<file path="src/rtl/dmem_pkg.sv">
package dmem_pkg;
  typedef enum logic [2:0] {
    K_REG  = 3'd0,
    K_DIR  = 3'd1,
    K_IND  = 3'd2,
    K_BIT  = 3'd3,
    K_PUSH = 3'd4,
    K_POP  = 3'd5,
    K_RSV6 = 3'd6,
    K_RSV7 = 3'd7
  } acc_kind_e;
endpackage

</file>
<file path="src/rtl/dmem_ram.sv">
module dmem_ram #(
  parameter int DEPTH = 256,
  parameter int DW    = 8,
  localparam int AW   = $clog2(DEPTH)
) (
  input  logic          clk_i,
  input  logic          rst_ni,
  input  logic [AW-1:0] ra_addr_i,
  output logic [DW-1:0] ra_data_o,
  input  logic [AW-1:0] rb_addr_i,
  output logic [DW-1:0] rb_data_o,
  input  logic          we_i,
  input  logic [AW-1:0] waddr_i,
  input  logic [DW-1:0] wdata_i
);
  logic [DW-1:0] mem [DEPTH];

  for (genvar g = 0; g < DEPTH; g++) begin : g_word
    always_ff @(posedge clk_i or negedge rst_ni) begin
      if (!rst_ni)                            mem[g] <= '0;
      else if (we_i && waddr_i == AW'(g))     mem[g] <= wdata_i;
    end
  end

  assign ra_data_o = mem[ra_addr_i];
  assign rb_data_o = mem[rb_addr_i];
endmodule

</file>
<file path="src/rtl/dmem_sp.sv">
module dmem_sp #(
  parameter int          AW       = 8,
  parameter logic [AW-1:0] SP_INIT = 8'h07
) (
  input  logic          clk_i,
  input  logic          rst_ni,
  input  logic          push_i,
  input  logic          pop_i,
  output logic [AW-1:0] sp_o,
  output logic [AW-1:0] sp_inc_o
);
  logic [AW-1:0] sp_q;

  assign sp_inc_o = sp_q + AW'(1);

  always_ff @(posedge clk_i or negedge rst_ni) begin
    if (!rst_ni)     sp_q <= SP_INIT;
    else if (push_i) sp_q <= sp_inc_o;
    else if (pop_i)  sp_q <= sp_q - AW'(1);
  end

  assign sp_o = sp_q;

  AST_SP_PUSH: assert property (@(posedge clk_i) disable iff (!rst_ni)
    push_i |=> sp_o == $past(sp_o) + AW'(1));
  AST_SP_POP: assert property (@(posedge clk_i) disable iff (!rst_ni)
    (pop_i && !push_i) |=> sp_o == $past(sp_o) - AW'(1));
  AST_SP_HOLD: assert property (@(posedge clk_i) disable iff (!rst_ni)
    (!push_i && !pop_i) |=> $stable(sp_o));
endmodule

</file>
<file path="src/rtl/dmem_decode.sv">
module dmem_decode
  import dmem_pkg::*;
#(
  parameter int          AW       = 8,
  parameter int          BANK_W   = 2,
  parameter int          REG_W    = 3,
  parameter logic [AW-1:0] BIT_BASE = 8'h20
) (
  input  logic [2:0]        kind_i,
  input  logic [AW-1:0]     addr_i,
  input  logic [BANK_W-1:0] bank_i,
  input  logic [AW-1:0]     ptr_val_i,
  input  logic [AW-1:0]     sp_i,
  input  logic [AW-1:0]     sp_inc_i,
  output logic [AW-1:0]     ptr_addr_o,
  output logic [AW-1:0]     tgt_addr_o,
  output logic              tgt_sfr_o,
  output logic              bit_mode_o,
  output logic [REG_W-1:0]  bit_idx_o,
  output logic              push_o,
  output logic              pop_o,
  output logic              known_o
);
  localparam int PAD_W = AW - BANK_W - REG_W;
  localparam int BYTE_SEL_W = AW - 1 - REG_W;

  acc_kind_e kind;
  assign kind = acc_kind_e'(kind_i);

  assign ptr_addr_o = {{PAD_W{1'b0}}, bank_i, {(REG_W-1){1'b0}}, addr_i[0]};
  assign bit_idx_o  = addr_i[REG_W-1:0];

  always_comb begin
    tgt_addr_o = addr_i;
    tgt_sfr_o  = 1'b0;
    bit_mode_o = 1'b0;
    push_o     = 1'b0;
    pop_o      = 1'b0;
    known_o    = 1'b1;
    unique case (kind)
      K_REG: tgt_addr_o = {{PAD_W{1'b0}}, bank_i, addr_i[REG_W-1:0]};
      K_DIR: tgt_sfr_o  = addr_i[AW-1];
      K_IND: tgt_addr_o = ptr_val_i;
      K_BIT: begin
        bit_mode_o = 1'b1;
        if (addr_i[AW-1]) begin
          tgt_sfr_o  = 1'b1;
          tgt_addr_o = {addr_i[AW-1:REG_W], {REG_W{1'b0}}};
        end else begin
          tgt_addr_o = BIT_BASE + AW'(addr_i[AW-2:REG_W]);
        end
      end
      K_PUSH: begin
        push_o     = 1'b1;
        tgt_addr_o = sp_inc_i;
      end
      K_POP: begin
        pop_o      = 1'b1;
        tgt_addr_o = sp_i;
      end
      default: known_o = 1'b0;
    endcase
  end

  logic [BYTE_SEL_W-1:0] unused_sel;
  assign unused_sel = '0;
endmodule

</file>
<file path="src/rtl/dmem_front.sv">
module dmem_front
  import dmem_pkg::*;
#(
  parameter int          DEPTH    = 256,
  parameter int          DW       = 8,
  parameter int          BANKS    = 4,
  parameter int          REGS     = 8,
  parameter logic [7:0]  SP_INIT  = 8'h07,
  parameter logic [7:0]  BIT_BASE = 8'h20,
  localparam int         AW       = $clog2(DEPTH),
  localparam int         BANK_W   = $clog2(BANKS),
  localparam int         REG_W    = $clog2(REGS)
) (
  input  logic              clk_i,
  input  logic              rst_ni,
  input  logic              req_i,
  input  logic [2:0]        kind_i,
  input  logic [AW-1:0]     addr_i,
  input  logic              we_i,
  input  logic [DW-1:0]     wdata_i,
  input  logic              bit_i,
  input  logic [BANK_W-1:0] bank_i,
  output logic [DW-1:0]     rdata_o,
  output logic              bit_o,
  output logic              rvalid_o,
  output logic [AW-1:0]     sp_o,
  output logic              sfr_re_o,
  output logic              sfr_we_o,
  output logic              sfr_bit_o,
  output logic [AW-1:0]     sfr_addr_o,
  output logic [DW-1:0]     sfr_wdata_o,
  input  logic [DW-1:0]     sfr_rdata_i
);
  logic [AW-1:0]    ptr_addr, tgt_addr, sp_inc;
  logic [DW-1:0]    ptr_val, ram_rd;
  logic             tgt_sfr, bit_mode, push, pop, known;
  logic [REG_W-1:0] bit_idx;
  logic [DW-1:0]    rd_byte, wr_byte, bit_mask;
  logic             is_write, rd_en, ram_we, act_push, act_pop;

  dmem_decode #(
    .AW(AW), .BANK_W(BANK_W), .REG_W(REG_W), .BIT_BASE(BIT_BASE[AW-1:0])
  ) i_decode (
    .kind_i    (kind_i),
    .addr_i    (addr_i),
    .bank_i    (bank_i),
    .ptr_val_i (ptr_val),
    .sp_i      (sp_o),
    .sp_inc_i  (sp_inc),
    .ptr_addr_o(ptr_addr),
    .tgt_addr_o(tgt_addr),
    .tgt_sfr_o (tgt_sfr),
    .bit_mode_o(bit_mode),
    .bit_idx_o (bit_idx),
    .push_o    (push),
    .pop_o     (pop),
    .known_o   (known)
  );

  assign act_push = req_i && push;
  assign act_pop  = req_i && pop;

  dmem_sp #(.AW(AW), .SP_INIT(SP_INIT[AW-1:0])) i_sp (
    .clk_i   (clk_i),
    .rst_ni  (rst_ni),
    .push_i  (act_push),
    .pop_i   (act_pop),
    .sp_o    (sp_o),
    .sp_inc_o(sp_inc)
  );

  dmem_ram #(.DEPTH(DEPTH), .DW(DW)) i_ram (
    .clk_i    (clk_i),
    .rst_ni   (rst_ni),
    .ra_addr_i(ptr_addr),
    .ra_data_o(ptr_val),
    .rb_addr_i(tgt_addr),
    .rb_data_o(ram_rd),
    .we_i     (ram_we),
    .waddr_i  (tgt_addr),
    .wdata_i  (wr_byte)
  );

  // byte seen by the access, from RAM or the SFR port
  assign rd_byte  = tgt_sfr ? sfr_rdata_i : ram_rd;
  assign bit_mask = DW'(1) << bit_idx;
  assign wr_byte  = bit_mode ? ((rd_byte & ~bit_mask) | ({DW{bit_i}} & bit_mask))
                             : wdata_i;

  assign is_write = push || (!pop && we_i);
  assign rd_en    = req_i && known && !is_write;
  assign ram_we   = req_i && known && is_write && !tgt_sfr;

  assign sfr_re_o    = req_i && tgt_sfr && (!is_write || bit_mode);
  assign sfr_we_o    = req_i && tgt_sfr && is_write;
  assign sfr_bit_o   = req_i && tgt_sfr && bit_mode;
  assign sfr_addr_o  = tgt_addr;
  assign sfr_wdata_o = wr_byte;

  always_ff @(posedge clk_i or negedge rst_ni) begin
    if (!rst_ni) begin
      rdata_o  <= '0;
      bit_o    <= 1'b0;
      rvalid_o <= 1'b0;
    end else begin
      rvalid_o <= rd_en;
      if (rd_en) begin
        rdata_o <= rd_byte;
        bit_o   <= rd_byte[bit_idx];
      end
    end
  end

  AST_RVALID_RISE: assert property (@(posedge clk_i) disable iff (!rst_ni)
    rd_en |=> rvalid_o);
  AST_RVALID_IDLE: assert property (@(posedge clk_i) disable iff (!rst_ni)
    !rd_en |=> !rvalid_o);
  AST_SFR_RANGE: assert property (@(posedge clk_i) disable iff (!rst_ni)
    (sfr_re_o || sfr_we_o) |-> sfr_addr_o[AW-1]);
  AST_SFR_REQ: assert property (@(posedge clk_i) disable iff (!rst_ni)
    (sfr_re_o || sfr_we_o) |-> req_i);
  AST_SFR_NO_RAM: assert property (@(posedge clk_i) disable iff (!rst_ni)
    sfr_we_o |-> !ram_we);
  AST_BIT_ONE: assert property (@(posedge clk_i) disable iff (!rst_ni)
    (ram_we && bit_mode) |-> $countones(wr_byte ^ ram_rd) <= 1);
  AST_SFR_BIT_ONE: assert property (@(posedge clk_i) disable iff (!rst_ni)
    (sfr_we_o && sfr_bit_o) |-> $countones(sfr_wdata_o ^ sfr_rdata_i) <= 1);
endmodule

</file>
<file path="config.mk">
export PLATFORM = sky130hd
export DESIGN_NAME = dmem_front
export DESIGN_NICKNAME = d
export VERILOG_FILES = /design/src/rtl/dmem_pkg.sv /design/src/rtl/dmem_ram.sv /design/src/rtl/dmem_sp.sv /design/src/rtl/dmem_decode.sv /design/src/rtl/dmem_front.sv
export SDC_FILE = /design/constraint.sdc
export NUM_CORES = 2
export LEC_CHECK = 0
export BUFFER_PORTS_ARGS = -buffer_cell sky130_fd_sc_hd__buf_2
export CORE_MARGIN = 2
export CORE_UTILIZATION = 30
export CTS_BUF_LIST = sky130_fd_sc_hd__clkbuf_8
export CTS_CLUSTER_SIZE = 8
export DETAILED_ROUTE_END_ITERATION = 10
export SETUP_SLACK_MARGIN = 0.05
export SYNTH_ARGS = -nofsm -noshare
export SYNTH_HDL_FRONTEND = slang
export SYNTH_HIERARCHICAL = 1
export SYNTH_SLANG_ARGS = --single-unit
</file>
<file path="constraint.sdc">
create_clock -name clk_i -period 12.7 [get_ports clk_i]
set_input_delay 0.635 -clock clk_i [delete_from_list [all_inputs] [get_ports clk_i]]
set_output_delay 0.635 -clock clk_i [all_outputs]
set_load 0.02 [all_outputs]
</file>
==> flow_summary.yaml <==
outcome:
  status: "finished with violations"
  violations: "max-capacitance violations, max-slew violations"
floorplanning:
  pin_count: 71
  coreArea_um2: 369000
  start_util_pct: 30.1
  num_rows: 223
  die_area_um2: 375000
  die_x_um: 612
  die_h_um: 612
clock_network:
  htree_levels: 5
  post_cts_resized: 0
  clock-sinks: 2066
  cts_tree: "done"
  cts_buffers: 354
  cts-root-buf: "clkbuf_8"
  cts_buffer_depth: 4
  postCtsSetupBuffers: 0
  worstSkewPairLatency_ns: 1.04
  clk_transition_reported_paths_ns: 0.06
synthesis:
  synth-simple-area-share_pct: 2.92
  synthMuxAreaShare_pct: 41.7
  synth_compound_area_share_pct: 5.79
  synth_top_family_by_area: "multiplexers"
  synthFlopType: "dfrtp_1"
  netlist.area_leader.share_pct: 46.5
  netlist_instances: 7683
  synth-edff-count: 0
  avgSynthCellArea_um2: 14.4
  synth.area.top_cells: "dfrtp_1, mux2_2, mux4_2"
  syn_area_um2: 111000
  ys_seq_elements: 2066
  yosys.area_share.adder_pct: 0.0225
  yosys_warnings: 6
  synth-xor-area-share_pct: 0.0947
  synth_top_cell_by_area: "dfrtp_1"
  yosysUniqueCellTypes: 72
  ys_async_sr_fraction_pct: 100
  yosysSeqAreaShare_pct: 46.6
final_layout:
  nNetsFinal: 7637
  layout-drive-gt1-share_pct: 47.2
  n_fill_cell: 35500
  mostFrequentLayoutCells: "mux2_2, dfrtp_1, mux4_2, clkbuf_8, mux2i_1"
  seqCellArea_um2: 51700
  area_growth_pct: 11.0
  final_common_cell: "mux2_2"
  multi_input_area_um2: 56400
place:
  gp_congestion: 0.937
  post-place-ws_ns: 2.36
  hpwl_um: 241000
  port_buffers: 70
routing:
  routed_wl_um: 381000
  viasPerCell: 5.81
  wire_per_inst_um: 29.7
  vias: 74500
  first_pass_iters: 6
  post-route-drc-count: 0
  drt_iter0_drc: 7811
  ant_nets: 0
critical_path:
  path_buf_inv: 4
  crit_family: "compound AO/OA/AOI/OAI gates"
  cp.required_ns: 12.06
  critPathKind: "reg -> out"
  critPathCaptureType: "output port"
  timing.rr.end: "i_ram/mem[662]"
  path_cells: "mux4_2 -> nor2b_1 -> a211oi_1 -> o2111ai_1 -> a31oi_1 -> nor4_1 -> a22oi_2 -> o22ai_1 -> a221o_4 -> buf_4 -> and2_2 -> buf_4 -> a22oi_1 -> a21oi_1 -> nor2_1 -> o21ai_0 -> o22ai_1 -> nor3b_1 -> buf_4 -> mux2_2 -> mux2_2 -> mux2_8 -> buf_2"
  cpMaxStageDelayCell: "nor4_1"
  slowest_delay_ns: 0.90
  worstSetupPathDepth: 23
  reg2reg_depth: 24
  start_kind: "register"
  cp-startpoint: "i_ram/mem[2042]"
  endpoint: "sfr_wdata_o[4]"
  critPathMaxFanout: 146
  cp_common_cell: "buf_4"
  r2r_start: "i_ram/mem[2042]"
  r2r_slack_ns: 2.78
  cp.arrival_ns: 9.90
sta:
  worst_pin_slew_ns: 6.40
  fin_skew_ns: 0.0857
  fmax_ghz: 0.0949
  tns_ns: 0
  slew-limit-headroom_pct: -328
  fin_crit_sh_pct: 82.9
  setup_slack_ns: 2.17
  final-max-slew-violation-count: 653
  rsz0062_at_grt: "no"
  min_period_ns: 10.53
  hold_viol_final: 0
  setup_viol: 0
min_path:
  holdCritPathClass: "in -> reg"
grt:
  grt_max_degree: 502
  antenna_found_initial: 20
  grt_pass1_vias: 77600
  grt_use_total_pct: 19.9
  grt_pass1_wl_um: 555000
  grt_overflow: 0
pwr:
  ir_worst_vdd_mv: 0.102
  p_leak_uw: 0.0548
  cellPowerDensity_nw_per_um2: 132
run:
  drv_cap: 1
[metal layers]
layer | vias to the layer above | share of wire [%] | wire length, µm | GRT usage (%)
li1 | 29800 | - | - | -
met1 | 40200 | 40 | 151000 | 25.6
met2 | 3515 | 46 | 174000 | 30.8
met3 | 994 | 8.9 | 33800 | 5.44
met4 | 18 | 5.8 | 22300 | 10.3
met5 | - | 0.040 | 151 | 0
[worst min path at each step]
stage	from	to	slack [ns]	cells after the start
after floorplan	rst_ni	bit_o	0.34	0
after global placement	rdata_o[3]	rdata_o[3]	0.49	1
after detailed placement	rdata_o[1]	rdata_o[1]	0.49	1
after CTS	sfr_rdata_i[5]	rdata_o[5]	0.001	3
after global routing	sfr_rdata_i[5]	rdata_o[5]	0.04	3
final	sfr_rdata_i[5]	rdata_o[5]	0.08	3
[flip-flops by register name, summed over array words and instances (netlist names)]
| register | count |
|---|---|
| bit_o | 1 |
| i_sp/sp_o | 8 |
| rvalid_o | 1 |
| rdata_o | 8 |
| i_ram/mem | 2048 |
[worst register-to-register path, delay by kind of cell, from the launching register on]
| kind | cells | cell delay, ns |
|---|---|---|
| and+or+nand+nor | 5 | 2.72 |
| muxes | 3 | 1.01 |
| buffers and inverters | 5 | 2.84 |
| DFF | 1 | 0.39 |
| AOI/OAI and AO/OA | 11 | 2.88 |
[synthesized netlist by cell type (20+ instances only)]
cell,instances
a211oi_1,34
a21oi_1,165
a221oi_1,57
a22o_1,47
a22oi_1,288
buf_1,29
buf_2,169
buf_4,78
clkbuf_1,396
dfrtp_1,2063
mux2_2,2080
mux2i_1,362
mux4_2,850
nand2_1,216
nand2b_1,20
nand3_1,26
nor2_1,242
nor2b_1,31
nor3_1,39
nor4_1,45
o211ai_1,21
o21ai_0,84
o221ai_1,67
o22ai_1,58
[layout make-up]
| cell class | count | share of cell area, % |
|---|---|---|
| inverter | 13 | 0.0396 |
| tap | 4950 | 5.03 |
| clock buffer | 441 | 4.93 |
| timing repair buffer | 242 | 1.52 |
| sequential | 2066 | 42.0 |
| multi-input combinational | 4924 | 45.8 |
| antenna | 12 | 0.0244 |
| clock inverter | 165 | 0.698 |
[stage by stage]
step,hold WS [ns],power (µW),util (%),cells,instance area (µm²)
2_1_floorplan,0.339,9090,-,7687,111000
6_report,0.0845,16300,33.4,12800,123000
5_1_grt,0.0414,16900,33.4,12800,123000
4_1_cts,0.00117,16300,33.4,12800,123000
3_5_place_dp,0.494,10200,31.5,12200,116000
3_3_place_gp,0.489,10100,31.5,12200,116000
[report_power, final]
part / total, µW / leakage (µW) / internal, µW / switching (µW)
sequential: 7180 / 0.0287 / 6920 / 262
combinational: 3060 / 0.0221 / 1110 / 1950
clock: 6060 / 0.00403 / 3180 / 2880
[kinds of logic after synthesis]
kind of cell	count (synthesis)
adders and majority gates	2
AOI/OAI and AO/OA	907
other	1
DFF	2066
xor gates and xnor gates	12
buffers and inverters	697
and+or+nand+nor	702
muxes	3296
[what timing repair did]
item                                    4_1_cts  5_1_grt
hold buffers                                  8        0
endpoints found under the setup margin        0        0
hold endpoints to repair                    143        0
Power figures use the tool's default switching activity.
